==> src/rtl/ofsd_pkg.sv <==
package ofsd_pkg;

  // Verdict for one channel when its window closes.
  function automatic logic chan_verdict(input logic live,
                                        input logic voided,
                                        input logic level_now,
                                        input logic dropped);
    return live & ~voided & level_now & ~dropped;
  endfunction

  // Next state of the sticky "went low" mark while a window runs.
  function automatic logic drop_mark(input logic mark, input logic level_now);
    return mark | ~level_now;
  endfunction

endpackage

==> src/rtl/ofsd_window.sv <==
module ofsd_window (
  input  logic clk,
  input  logic rst_n,
  input  logic ofs_en,
  input  logic rd_stb,
  input  logic any_trip,
  output logic win_start,
  output logic win_live
);

  logic en_q;
  logic en_rise;

  assign en_rise   = ofs_en & ~en_q;
  assign win_start = en_rise | (rd_stb & ofs_en);

  always_ff @(posedge clk or negedge rst_n) begin
    if (!rst_n) begin
      en_q     <= 1'b0;
      win_live <= 1'b0;
    end else begin
      en_q <= ofs_en;
      if (any_trip)
        win_live <= 1'b0;
      else if (win_start)
        win_live <= 1'b1;
      else if (!ofs_en)
        win_live <= 1'b0;
    end
  end

endmodule

==> src/rtl/ofsd_lane.sv <==
module ofsd_lane
  import ofsd_pkg::*;
(
  input  logic clk,
  input  logic rst_n,
  input  logic win_start,
  input  logic win_live,
  input  logic win_void,
  input  logic win_stop,
  input  logic level,
  output logic res
);

  logic went_low;

  always_ff @(posedge clk or negedge rst_n) begin
    if (!rst_n) begin
      went_low <= 1'b0;
    end else if (win_start) begin
      went_low <= 1'b0;
    end else if (win_live) begin
      went_low <= drop_mark(went_low, level);
    end
  end

  always_ff @(posedge clk or negedge rst_n) begin
    if (!rst_n) begin
      res <= 1'b0;
    end else if (win_stop) begin
      res <= chan_verdict(win_live, win_void, level, went_low);
    end
  end

endmodule

==> src/rtl/dc_offset_watch.sv <==
module dc_offset_watch #(
  parameter int NUM_CH = 4
) (
  input  logic              clk,
  input  logic              rst_n,
  input  logic              ofs_en,
  input  logic              rd_stb,
  input  logic [NUM_CH-1:0] lvl,
  input  logic [NUM_CH-1:0] trip,
  output logic [NUM_CH-1:0] result,
  output logic              active
);

  logic any_trip;
  logic win_start;
  logic win_live;

  assign any_trip = |trip;

  ofsd_window u_win (
    .clk       (clk),
    .rst_n     (rst_n),
    .ofs_en    (ofs_en),
    .rd_stb    (rd_stb),
    .any_trip  (any_trip),
    .win_start (win_start),
    .win_live  (win_live)
  );

  for (genvar c = 0; c < NUM_CH; c++) begin : g_lane
    ofsd_lane u_lane (
      .clk       (clk),
      .rst_n     (rst_n),
      .win_start (win_start),
      .win_live  (win_live),
      .win_void  (any_trip),
      .win_stop  (rd_stb),
      .level     (lvl[c]),
      .res       (result[c])
    );
  end

  assign active = win_live;

endmodule

==> config.mk <==
export PLATFORM = sky130hd
export DESIGN_NAME = dc_offset_watch
export DESIGN_NICKNAME = d
export VERILOG_FILES = /design/src/rtl/ofsd_pkg.sv /design/src/rtl/ofsd_window.sv /design/src/rtl/ofsd_lane.sv /design/src/rtl/dc_offset_watch.sv
export SDC_FILE = /design/constraint.sdc
export NUM_CORES = 1
export LEC_CHECK = 0
export BUFFER_PORTS_ARGS = -buffer_cell sky130_fd_sc_hd__clkbuf_2
export CORE_AREA = 10 10 47 49
export DETAILED_ROUTE_END_ITERATION = 10
export DIE_AREA = 0 0 57 59
export HOLD_SLACK_MARGIN = 0.1
export MAX_ROUTING_LAYER = met4
export PLACE_DENSITY_LB_ADDON = 0.12
export RECOVER_POWER = 25
export REMOVE_ABC_BUFFERS = 1
export SYNTH_ARGS = -nofsm -noshare
export SYNTH_HDL_FRONTEND = slang
export SYNTH_SLANG_ARGS = --single-unit
==> constraint.sdc <==
create_clock -name clk -period 1.2 [get_ports clk]
set_clock_uncertainty 0.1 [all_clocks]
set_input_delay 0.12 -clock clk [delete_from_list [all_inputs] [get_ports clk]]
set_output_delay 0.12 -clock clk [all_outputs]
set_load 0.005 [all_outputs]
==> results of run 1 <==
[worst reg2reg max path, cell delays in order (launching register included)]
cell,delay [ns]
dfrtp_2,0.46
nor3b_1,0.26
nor3b_2,0.08
[how the worst max path moves through the flow]
stage / slack, ns / cells past startpoint / end
final: 0.08 / 4 / u_win.win_live
after global routing: 0.04 / 4 / u_win.win_live
after CTS: 0.04 / 4 / g_lane[0].u_lane.went_low
after detailed placement: 0.05 / 3 / u_win.win_live
after global placement: 0.10 / 3 / u_win.win_live
after floorplan: 0.20 / 2 / u_win.win_live
[synth_stat cells (all sizes together)]
cell type and number:
dfrtp 10, a2bb2oi 4, buf 4, inv 4, nand4b 4, nor2b 4, o22ai 4, clkbuf 2
nor3b 2, nand2b 1, or4 1
[state kept, by name, summed over array words and instances, names as in the netlist]
register                flops
g_lane.u_lane.res           4
g_lane.u_lane.went_low      4
u_win.en_q                  1
u_win.win_live              1
[repair_timing]
action	4_1_cts	5_1_grt
resized for setup	0	2
endpoints found under the setup margin	0	4
endpoints found under the hold margin	20	5
[final cells by class]
| cell class | instances | area, um2 |
|---|---|---|
| multi-input cells | 20 | 165.2 |
| well taps | 16 | 20.02 |
| flip-flops and latches | 10 | 251.5 |
| inverters | 4 | 15.01 |
| clock buffers | 4 | 36.28 |
| fillers | 138 | 764.5 |
| repair buffers | 23 | 148.9 |
[metal layers]
metal | vias up | global-route usage (%) | part of all wire [%]
li1 | 179 | - | -
met1 | 157 | 7.090 | 47
met2 | 13 | 9.147 | 42
met3 | 2 | 3.863 | 9.5
met4 | 0 | 5.034 | 1.1
met5 | - | - | 0
[report_power, final]
| part | total (mW) | switching, mW | internal (mW) |
|---|---|---|---|
| sequential | 0.345 | 0.00392 | 0.342 |
| combinational | 0.0651 | 0.0278 | 0.0373 |
| clock | 0.312 | 0.128 | 0.184 |
| total | 0.723 | 0.160 | 0.563 |
[through the flow]
stage                     utilization, %  power (mW)  std cells
after floorplan                        -      0.3625         34
final                              45.45      0.7229         77
after detailed placement           37.32      0.3973         66
after CTS                          44.91      0.7301         77
after global routing               45.45      0.7534         77
after global placement             37.32      0.3958         66
[cells by family (layout without fill, tap and decap cells)]
family | count (synthesis) | count (layout) | share of synthesized area [%]
AO/OA/AOI/OAI | 8 | 8 | 13.04
buffers and inverters | 10 | 31 | 11.41
flip-flops | 10 | 10 | 54.35
AND/OR/NAND/NOR | 12 | 12 | 21.19
==> results by group, run 1 <==
Status
  • Status: complete, no violations

Setup path
  • Reg2reg end: u_win.win_live
  • R2R Setup Slk: 0.18 ns
  • Arr. time, crit path: ~1.2 ns
  • Critical path's top delay family: buffers and inverters
  • FF-to-FF Start: u_win.win_live
  • Crit path from: rd_stb
  • Req. time, crit path: 1.25 ns
  • Kind of critical path: in -> reg
  • Crit. End Element: register
  • Worst Path Buf+Inv: 2
  • Startpoint class of the critical path: primary input
  • Max incr delay on CP: between 0.5 and 0.6 ns
  • CP max-delay cell: dlygate4sd3_1
  • Cells on worst reg2reg path: 2
  • CP max FO: 10
  • Crit-path cells: dlygate4sd3_1 > clkbuf_2 > nor3b_1 > nor3b_2

STA
  • Hold WS: 0.04065 ns
  • Unrepaired setup endpoints after global routing: false
  • Least-Margin Pin Slew: about 0.55 ns
  • Worst setup margin: 0.07937 ns
  • Final hold violation count: 0
  • F_max: 892.4 MHz
  • Slew HR: 63.43%
  • Final min period: ~1.1 ns
  • # setup viols final: 0
  • Tcrit/Tclk final: 93.39%
  • Fin. max-slew vios: 0
  • Total Neg Setup Slack: 0 ns

Drt
  • DR WL/cell: 13.57 um
  • Wirelength, routed: 1.045 mm
  • Drt drc: 0
  • DR vias/cell: about 4.6
  • DRT iter0 DRCs: 4
  • Total number of vias: between 300 and 400
  • Antenna-violating nets left: 0
  • TritonRoute pass-1 iters: 4

CTS
  • CTS max path bufs: 2
  • Clock Root Buffer: clkbuf_4
  • Maximum level of the CTS H-tree: 1
  • Hold buffer count at cts: 7
  • Clock slew seen by the registers of the worst setup and hold paths: 0.07 ns
  • Clock sink total: 10
  • Total setup buffers inserted after CTS: 0
  • TritonCTS buffer count: 3
  • Latest clock arrival within the worst-skew pair: approximately 0.27 ns
  • CTS tree: done

Synth
  • Synth Register Bits: 10
  • Synth unique cells: 12
  • Ranking of synthesized cells by area: dfrtp_1 (54%), a2bb2oi_1 (7.6%), nand4b_1 (7.6%), buf_4 (6.5%), nor2b_1 (5.4%)
  • Cells after Synth: 40
  • Synth area leader: dfrtp_1
  • Average size of a mapped cell: 11.51 um2
  • Yosys warnings: 0
  • Mapped Area: 460.4 um2
  • Yosys top cell area share: 54.35%
  • Post-synthesis sequential area ratio: 54.35%

Placed design
  • Area after DPL: 523.0 um2
  • DP Worst Slack: 0.04604 ns
  • RePlAce Congestion: 0.7096
  • I/O Buffers: 16

Hold path
  • Worst Hold Depth: 3
  • Hold endpoint: u_win.win_live
  • Hold wc startpoint: trip[1]
  • Hold WC Path Type: in -> reg

Die
  • Die area: 0.003363 mm2
  • Die Wd: 57 um
  • Core area: 0.001401 mm2
  • # rows: 14
  • Io pins: 17
  • DIE HEIGHT: 59 um
  • Initial Util: 32.86%

Global route
  • Largest net degree at the start of global routing: 11
  • Gr ovfl total: 0
  • Initial antenna violation count: 0
  • Vias in the first global route: 397
  • First-pass GRT wire length: 1.718 mm
  • GRT Total Usage: 6.736%

Finish
  • Area Growth Syn to Fin: 38.32%
  • Most frequent cells in the layout: clkbuf_2 (15), dfrtp_1 (9), dlygate4sd3_1 (7)
  • Proportion of layout cells with a drive suffix above 1: between 30% and 40%
  • Antenna fix cells: 0
  • Most common cell after layout, fill and taps aside: clkbuf_2
  • Final net count: 74
  • Fin area: 636.9 um2

Power
  • PwrDens: 1135 mW/mm2
  • Leakage Power: 0.2911 nW
  • Maximum vdd drop: 0.5295 mV

Run
  • Max-cap violations: 0
(Power assumes the default switching activity.)
==> run 2, diff against run 1 <==
--- a/config.mk
+++ b/config.mk
@@ -11,7 +11,7 @@
 export DIE_AREA = 0 0 57 59
 export HOLD_SLACK_MARGIN = 0.1
 export MAX_ROUTING_LAYER = met4
-export PLACE_DENSITY_LB_ADDON = 0.12
+export PLACE_DENSITY = 0.67
 export RECOVER_POWER = 25
 export REMOVE_ABC_BUFFERS = 1
 export SYNTH_ARGS = -nofsm -noshare
==> run 2 against run 1 <==
Effect of this change: critical path depth shrank 3; global-route usage increased by 0.26 points; first-iteration DRC count up 130%; fmax up 2.6%; via count is 2.6% higher; register-to-register slack is essentially flat; design area decreased by 2.8%; flip-flop and latch count unchanged; setup slack better by 0.029 ns; non-clock buffer count down 1; wire length down 2.0%; sequential power barely moved.
==> results by group, run 2 (same netlist as run 1, synthesis figures left out) <==
Power
  • Gate power share: 8.5% (was 9.0%)
  • P_int: 558.8 uW (was 563.3 uW)
  • PwrDens: 1142 mW/mm2 (was 1135 mW/mm2)
  • Overall Power: 707.1 uW (was 722.9 uW)
  • Register share of total power: 48.8% (was 47.8%)
  • Sw frac: 20.97% (was 22.07%)
  • Leakage Power: 0.2811 nW (was 0.2911 nW)
  • P_sw: 148.3 uW (was 159.6 uW)
  • Maximum vdd drop: 0.5779 mV (was 0.5295 mV)
  • Clock network fraction of total power: 42.7% (was 43.2%)

CTS
  • CTS tree: done (unchanged)
  • CTS max path bufs: 2 (unchanged)
  • Latest clock arrival within the worst-skew pair: 0.26 ns (was 0.27 ns)
  • Clock Root Buffer: clkbuf_4 (unchanged)
  • Clock slew seen by the registers of the worst setup and hold paths: 0.07 ns (about the same)
  • Hold buffer count at cts: 6 (was 7)
  • Maximum level of the CTS H-tree: 1 (unchanged)
  • TritonCTS buffer count: 3 (unchanged)
  • Clock sink total: 10 (unchanged)

STA
  • Total Neg Setup Slack: 0 ns (unchanged)
  • Final hold violation count: 0 (unchanged)
  • Tcrit/Tclk final: 90.98% (was 93.39%)
  • Unrepaired setup endpoints after global routing: false (unchanged)
  • F_max: 916.0 MHz (was 892.4 MHz)
  • # setup viols final: 0 (unchanged)
  • Slew HR: 63.47% (was 63.43%)
  • Least-Margin Pin Slew: 0.5479 ns (was 0.5485 ns)
  • Fin. max-slew vios: 0 (unchanged)
  • Final min period: 1.092 ns (was 1.121 ns)

Global route
  • Largest net degree at the start of global routing: 11 (unchanged)
  • Met1 usage: 8.293% (was 7.090%)
  • Met3 usage: 3.004% (was 3.863%)
  • Initial antenna violation count: 0 (unchanged)
  • GRT Total Usage: 6.999% (was 6.736%)
  • Met2 Resource Use GR: 10.08% (was 9.147%)
  • Vias in the first global route: 399 (was 397)
  • GRT busiest layer: met2 (unchanged)
  • Gr ovfl total: 0 (unchanged)
  • First-pass GRT wire length: 1.814 mm (was 1.718 mm)

Hold path
  • Hold WC Path Type: in -> reg (unchanged)

Drt
  • DR WL/cell: 13.47 um (was 13.57 um)
  • DR vias/cell: 4.737 (was 4.558)
  • Total number of vias: 360 (was 351)
  • DRT iter0 DRCs: 9 (was 4)
  • Wirelength, routed: 1.024 mm (was 1.045 mm)
  • Antenna-violating nets left: 0 (unchanged)
  • TritonRoute pass-1 iters: 4 (unchanged)
  • Drt drc: 0 (unchanged)

Finish
  • Area Growth Syn to Fin: 34.51% (was 38.32%)
  • Final net count: 73 (was 74)
  • Most frequent cells in the layout: clkbuf_2 (15), dfrtp_1 (9), dlygate4sd3_1 (6) (was clkbuf_2 (15), dfrtp_1 (9), dlygate4sd3_1 (7))
  • Antenna fix cells: 0 (unchanged)
  • Most common cell after layout, fill and taps aside: clkbuf_2 (unchanged)
  • Largest registers: g_lane.u_lane.res x4, g_lane.u_lane.went_low x4 (unchanged)
  • Proportion of layout cells with a drive suffix above 1: 36.67% (was 37.70%)
  • Fin area: 619.3 um2 (was 636.9 um2)

Setup path
  • Crit. End Element: output pin (was register)
  • Arr. time, crit path: 0.87 ns (was 1.17 ns)
  • Kind of critical path: reg -> out (was in -> reg)
  • Startpoint class of the critical path: register (was primary input)
  • CP max FO: 10 (unchanged)
  • CP max-delay cell: dfrtp_2 (was dlygate4sd3_1)
  • Worst Path Buf+Inv: 1 (was 2)
  • Max incr delay on CP: 0.47 ns (was 0.54 ns)
  • Req. time, crit path: 0.98 ns (was 1.25 ns)
  • Critical path's top delay family: flip-flops (was buffers and inverters)
  • Crit-path cells: clkbuf_2 (was dlygate4sd3_1 > clkbuf_2 > nor3b_1 > nor3b_2)

Status
  • Status: complete, no violations (unchanged)

Die
  • Core area: 0.001401 mm2 (unchanged)
  • Io pins: 17 (unchanged)
  • DIE HEIGHT: 59 um (unchanged)
  • Initial Util: 32.86% (unchanged)
  • # rows: 14 (unchanged)
  • Die area: 0.003363 mm2 (unchanged)
  • Die Wd: 57 um (unchanged)

Placed design
  • Area after DPL: 523.0 um2 (unchanged)
  • RePlAce Congestion: 0.7046 (was 0.7096)
  • I/O Buffers: 16 (unchanged)

Run
  • Max-cap violations: 0 (unchanged)
==> run 2: cell types whose count changed in the layout (fill, tap and decap cells not counted) <==
cell	previous run	this run
dlygate4sd3_1	7	6
nand2b_1	0	1
nand2b_4	1	0
==> run 2: area by class of cell <==
class / count / area [um2]
clock buffers: 4 / 36.28
well taps: 16 / 20.02
repair buffers: 22 / 138.9
flip-flops and latches: 10 / 251.5
inverters: 4 / 15.01
multi-input cells: 20 / 157.7
fillers: 152 / 782.0
==> run 2: power groups by stage <==
stage,Sequential (mW),Combinational [mW],Clock (mW)
after global placement,0.351,0.0454,0
after detailed placement,0.351,0.0468,0
after floorplan,0.350,0.0121,0
final,0.345,0.0603,0.302
after global routing,0.346,0.0681,0.324
after CTS,0.344,0.0617,0.315
==> run 2: stage by stage <==
stage          util, %  setup WS (ns)  hold WS (ns)  instances
2_1_floorplan        -         0.2019       -0.2756         34
3_3_place_gp     37.32         0.1036       -0.1050         66
3_5_place_dp     37.32        0.08546      -0.09362         66
4_1_cts          44.20        0.01821       0.03769         76
5_1_grt          44.20        0.05727       0.05655         76
6_report         44.20         0.1083       0.04242         76
==> run 2: final timing paths <==
path | slack, ns | cells past startpoint | from | end
min in group asynchronous | 0.25 | 2 | rst_n | g_lane[1].u_lane.went_low
worst max register to register | 0.17 | 2 | u_win.win_live | u_win.win_live
worst min register to register | 0.43 | 2 | g_lane[0].u_lane.res | g_lane[0].u_lane.res
worst min-delay path | 0.04 | 3 | trip[0] | u_win.win_live
max in group asynchronous | 0.36 | 2 | rst_n | u_win.win_live
worst max-delay path | 0.11 | 1 | u_win.win_live | active
==> run 2: routing by layer <==
metal / routed length (um) / part of all wire [%]
met1: 479 / 47
met2: 487 / 48
met3: 57 / 5.6
met4: 0 / 0
met5: 0 / 0
==> run 2: repair_timing <==
action | in CTS | in global routing
buffers inserted | 0 | 0
endpoints found under the hold margin | 20 | 4
gates resized for setup | 0 | 1
setup endpoints to repair | 0 | 1
==> run 3, diff against run 2 <==
--- a/config.mk
+++ b/config.mk
@@ -7,11 +7,11 @@
 export LEC_CHECK = 0
 export BUFFER_PORTS_ARGS = -buffer_cell sky130_fd_sc_hd__clkbuf_2
 export CORE_AREA = 10 10 47 49
+export CTS_CLUSTER_DIAMETER = 80
 export DETAILED_ROUTE_END_ITERATION = 10
 export DIE_AREA = 0 0 57 59
 export HOLD_SLACK_MARGIN = 0.1
 export MAX_ROUTING_LAYER = met4
-export PLACE_DENSITY = 0.67
 export RECOVER_POWER = 25
 export REMOVE_ABC_BUFFERS = 1
 export SYNTH_ARGS = -nofsm -noshare
==> run 3 against run 2 <==
Effect of this change: fmax is essentially flat; die area is the same; power shrank 0.25%; clock power is essentially flat; first-iteration DRC count shrank 56%; register-to-register slack gained 0.02 ns; hold slack lost 0.0097 ns; final cell count is the same; wire length shrank 3.9%; setup slack is essentially flat; critical endpoint unchanged.
==> results by group, run 3 (same netlist as run 1, synthesis figures left out) <==
Status
  • Status: complete, no violations (unchanged)

Setup path
  • Critical path endpoint: active (unchanged)
  • Startpoint class of the critical path: register (unchanged)
  • Req. time, crit path: 0.98 ns (about the same)
  • Crit. End Element: output pin (unchanged)
  • Worst Path Buf+Inv: 1 (unchanged)
  • R2R Setup Slk: 0.19 ns (was 0.17 ns)
  • Max incr delay on CP: 0.47 ns (about the same)
  • Arr. time, crit path: 0.87 ns (about the same)
  • Cells on worst reg2reg path: 2 (unchanged)
  • Reg2reg end: u_win.win_live (unchanged)
  • FF-to-FF Start: u_win.win_live (unchanged)
  • CP max-delay cell: dfrtp_2 (unchanged)
  • WP depth: 1 (unchanged)
  • Crit path from: u_win.win_live (unchanged)
  • Kind of critical path: reg -> out (unchanged)
  • Critical path's top delay family: flip-flops (unchanged)
  • Crit-path cells: clkbuf_2 (unchanged)
  • CP max FO: 10 (unchanged)

Die
  • DIE HEIGHT: 59 um (unchanged)
  • Io pins: 17 (unchanged)
  • # rows: 14 (unchanged)
  • Die area: 0.003363 mm2 (unchanged)
  • Die Wd: 57 um (unchanged)
  • Initial Util: 32.86% (unchanged)
  • Core area: 0.001401 mm2 (unchanged)

Placed design
  • DP Worst Slack: 0.08770 ns (was 0.08546 ns)
  • I/O Buffers: 16 (unchanged)
  • Area after DPL: 523.0 um2 (unchanged)
  • RePlAce Congestion: 0.6839 (was 0.7046)
  • Placed cells: 66 (unchanged)

CTS
  • Hold buffer count at cts: 6 (unchanged)
  • Clock sink total: 10 (unchanged)
  • Total setup buffers inserted after CTS: 0 (unchanged)
  • CTS tree: done (unchanged)
  • CTS max path bufs: 2 (unchanged)
  • Latest clock arrival within the worst-skew pair: 0.27 ns (was 0.26 ns)
  • Clock Root Buffer: clkbuf_4 (unchanged)
  • TritonCTS buffer count: 3 (unchanged)
  • Clock slew seen by the registers of the worst setup and hold paths: 0.07 ns (about the same)
  • Maximum level of the CTS H-tree: 1 (unchanged)

Drt
  • DR WL/cell: 12.95 um (was 13.47 um)
  • DRT iter0 DRCs: 4 (was 9)
  • TritonRoute pass-1 iters: 2 (was 4)
  • Antenna-violating nets left: 0 (unchanged)
  • Total number of vias: 349 (was 360)
  • Wirelength, routed: 984 um (was 1.024 mm)
  • DR vias/cell: 4.592 (was 4.737)
  • Drt drc: 0 (unchanged)

STA
  • Worst setup margin: 0.1085 ns (was 0.1083 ns)
  • Final min period: 1.092 ns (about the same)
  • Fin. max-slew vios: 0 (unchanged)
  • # setup viols final: 0 (unchanged)
  • Unrepaired setup endpoints after global routing: false (unchanged)
  • F_max: 916.1 MHz (was 916.0 MHz)
  • Slew HR: 64.65% (was 63.47%)
  • Final hold violation count: 0 (unchanged)
  • Total Neg Setup Slack: 0 ns (unchanged)
  • Hold WS: 0.03271 ns (was 0.04242 ns)
  • Tcrit/Tclk final: 90.96% (was 90.98%)
  • Least-Margin Pin Slew: 0.5302 ns (was 0.5479 ns)

Hold path
  • Hold WC Path Type: in -> reg (unchanged)

Finish
  • Layout Utilization: 44.20% (unchanged)
  • Most frequent cells in the layout: clkbuf_2 (15), dfrtp_1 (9), dlygate4sd3_1 (6) (unchanged)
  • Non-filler cells, final: 76 (unchanged)
  • Area Growth Syn to Fin: 34.51% (unchanged)
  • Most common cell after layout, fill and taps aside: clkbuf_2 (unchanged)
  • Proportion of layout cells with a drive suffix above 1: 36.67% (unchanged)
  • Largest registers: g_lane.u_lane.res x4, g_lane.u_lane.went_low x4 (unchanged)
  • Fin area: 619.3 um2 (unchanged)
  • Antenna fix cells: 0 (unchanged)
  • Final net count: 73 (unchanged)

Run
  • Max-cap violations: 0 (unchanged)

Global route
  • First-pass GRT wire length: 1.711 mm (was 1.814 mm)
  • Gr ovfl total: 0 (unchanged)
  • Vias in the first global route: 365 (was 399)
  • Initial antenna violation count: 0 (unchanged)
  • GRT Total Usage: 6.598% (was 6.999%)
  • Largest net degree at the start of global routing: 11 (unchanged)

Power
  • PwrDens: 1139 mW/mm2 (was 1142 mW/mm2)
  • Leakage Power: 0.2811 nW (unchanged)
  • Maximum vdd drop: 0.9028 mV (was 0.5779 mV)
  • Overall Power: 705.3 uW (was 707.1 uW)
run 3: cell counts in the layout (fill, tap and decap cells not counted):
No cell type changed its count.
run 3: worst min path at each step:
| stage | start | to | depth (start not counted) |
|---|---|---|---|
| finish | trip[0] | u_win.win_live | 3 |
| global route | trip[3] | u_win.win_live | 3 |
| CTS | trip[0] | u_win.win_live | 3 |
| detailed placement | rst_n | g_lane[2].u_lane.res | 1 |
| global placement | rst_n | g_lane[2].u_lane.res | 1 |
| floorplan | rst_n | g_lane[0].u_lane.res | 0 |
run 3: final cells by class:
cell class                 instances  area, um2
multi-input combinational         20      157.7
tap                               16      20.02
fill                             134      782.0
inverter                           4      15.01
timing repair buffer              22      138.9
sequential                        10      251.5
clock buffer                       4      36.28
run 3: power breakdown:
part	total, mW	switching (mW)	internal, mW
Combinational	0.0603	0.0270	0.0333
Clock	0.301	0.116	0.184
Sequential	0.344	0.00289	0.342
Total	0.705	0.146	0.559
run 3: repair_timing:
| item | 4_1_cts | 5_1_grt |
|---|---|---|
| setup endpoints to repair | 0 | 1 |
| hold endpoints to repair | 20 | 5 |
| gates resized for setup | 0 | 1 |
run 3: tightest hold or removal path, stage by stage:
cell,delay [ns]
clkbuf_2,0.08
or4_4,0.13
nor3b_2,0.04
run 3: per-layer routing:
layer / vias to the layer above / GRT usage (%) / share of wire [%]
met4: 0 / 0 / 0
met2: 13 / 9.457 / 45
met3: 0 / 5.365 / 8.8
met5: - / - / 0
li1: 179 / - / -
met1: 157 / 7.448 / 47
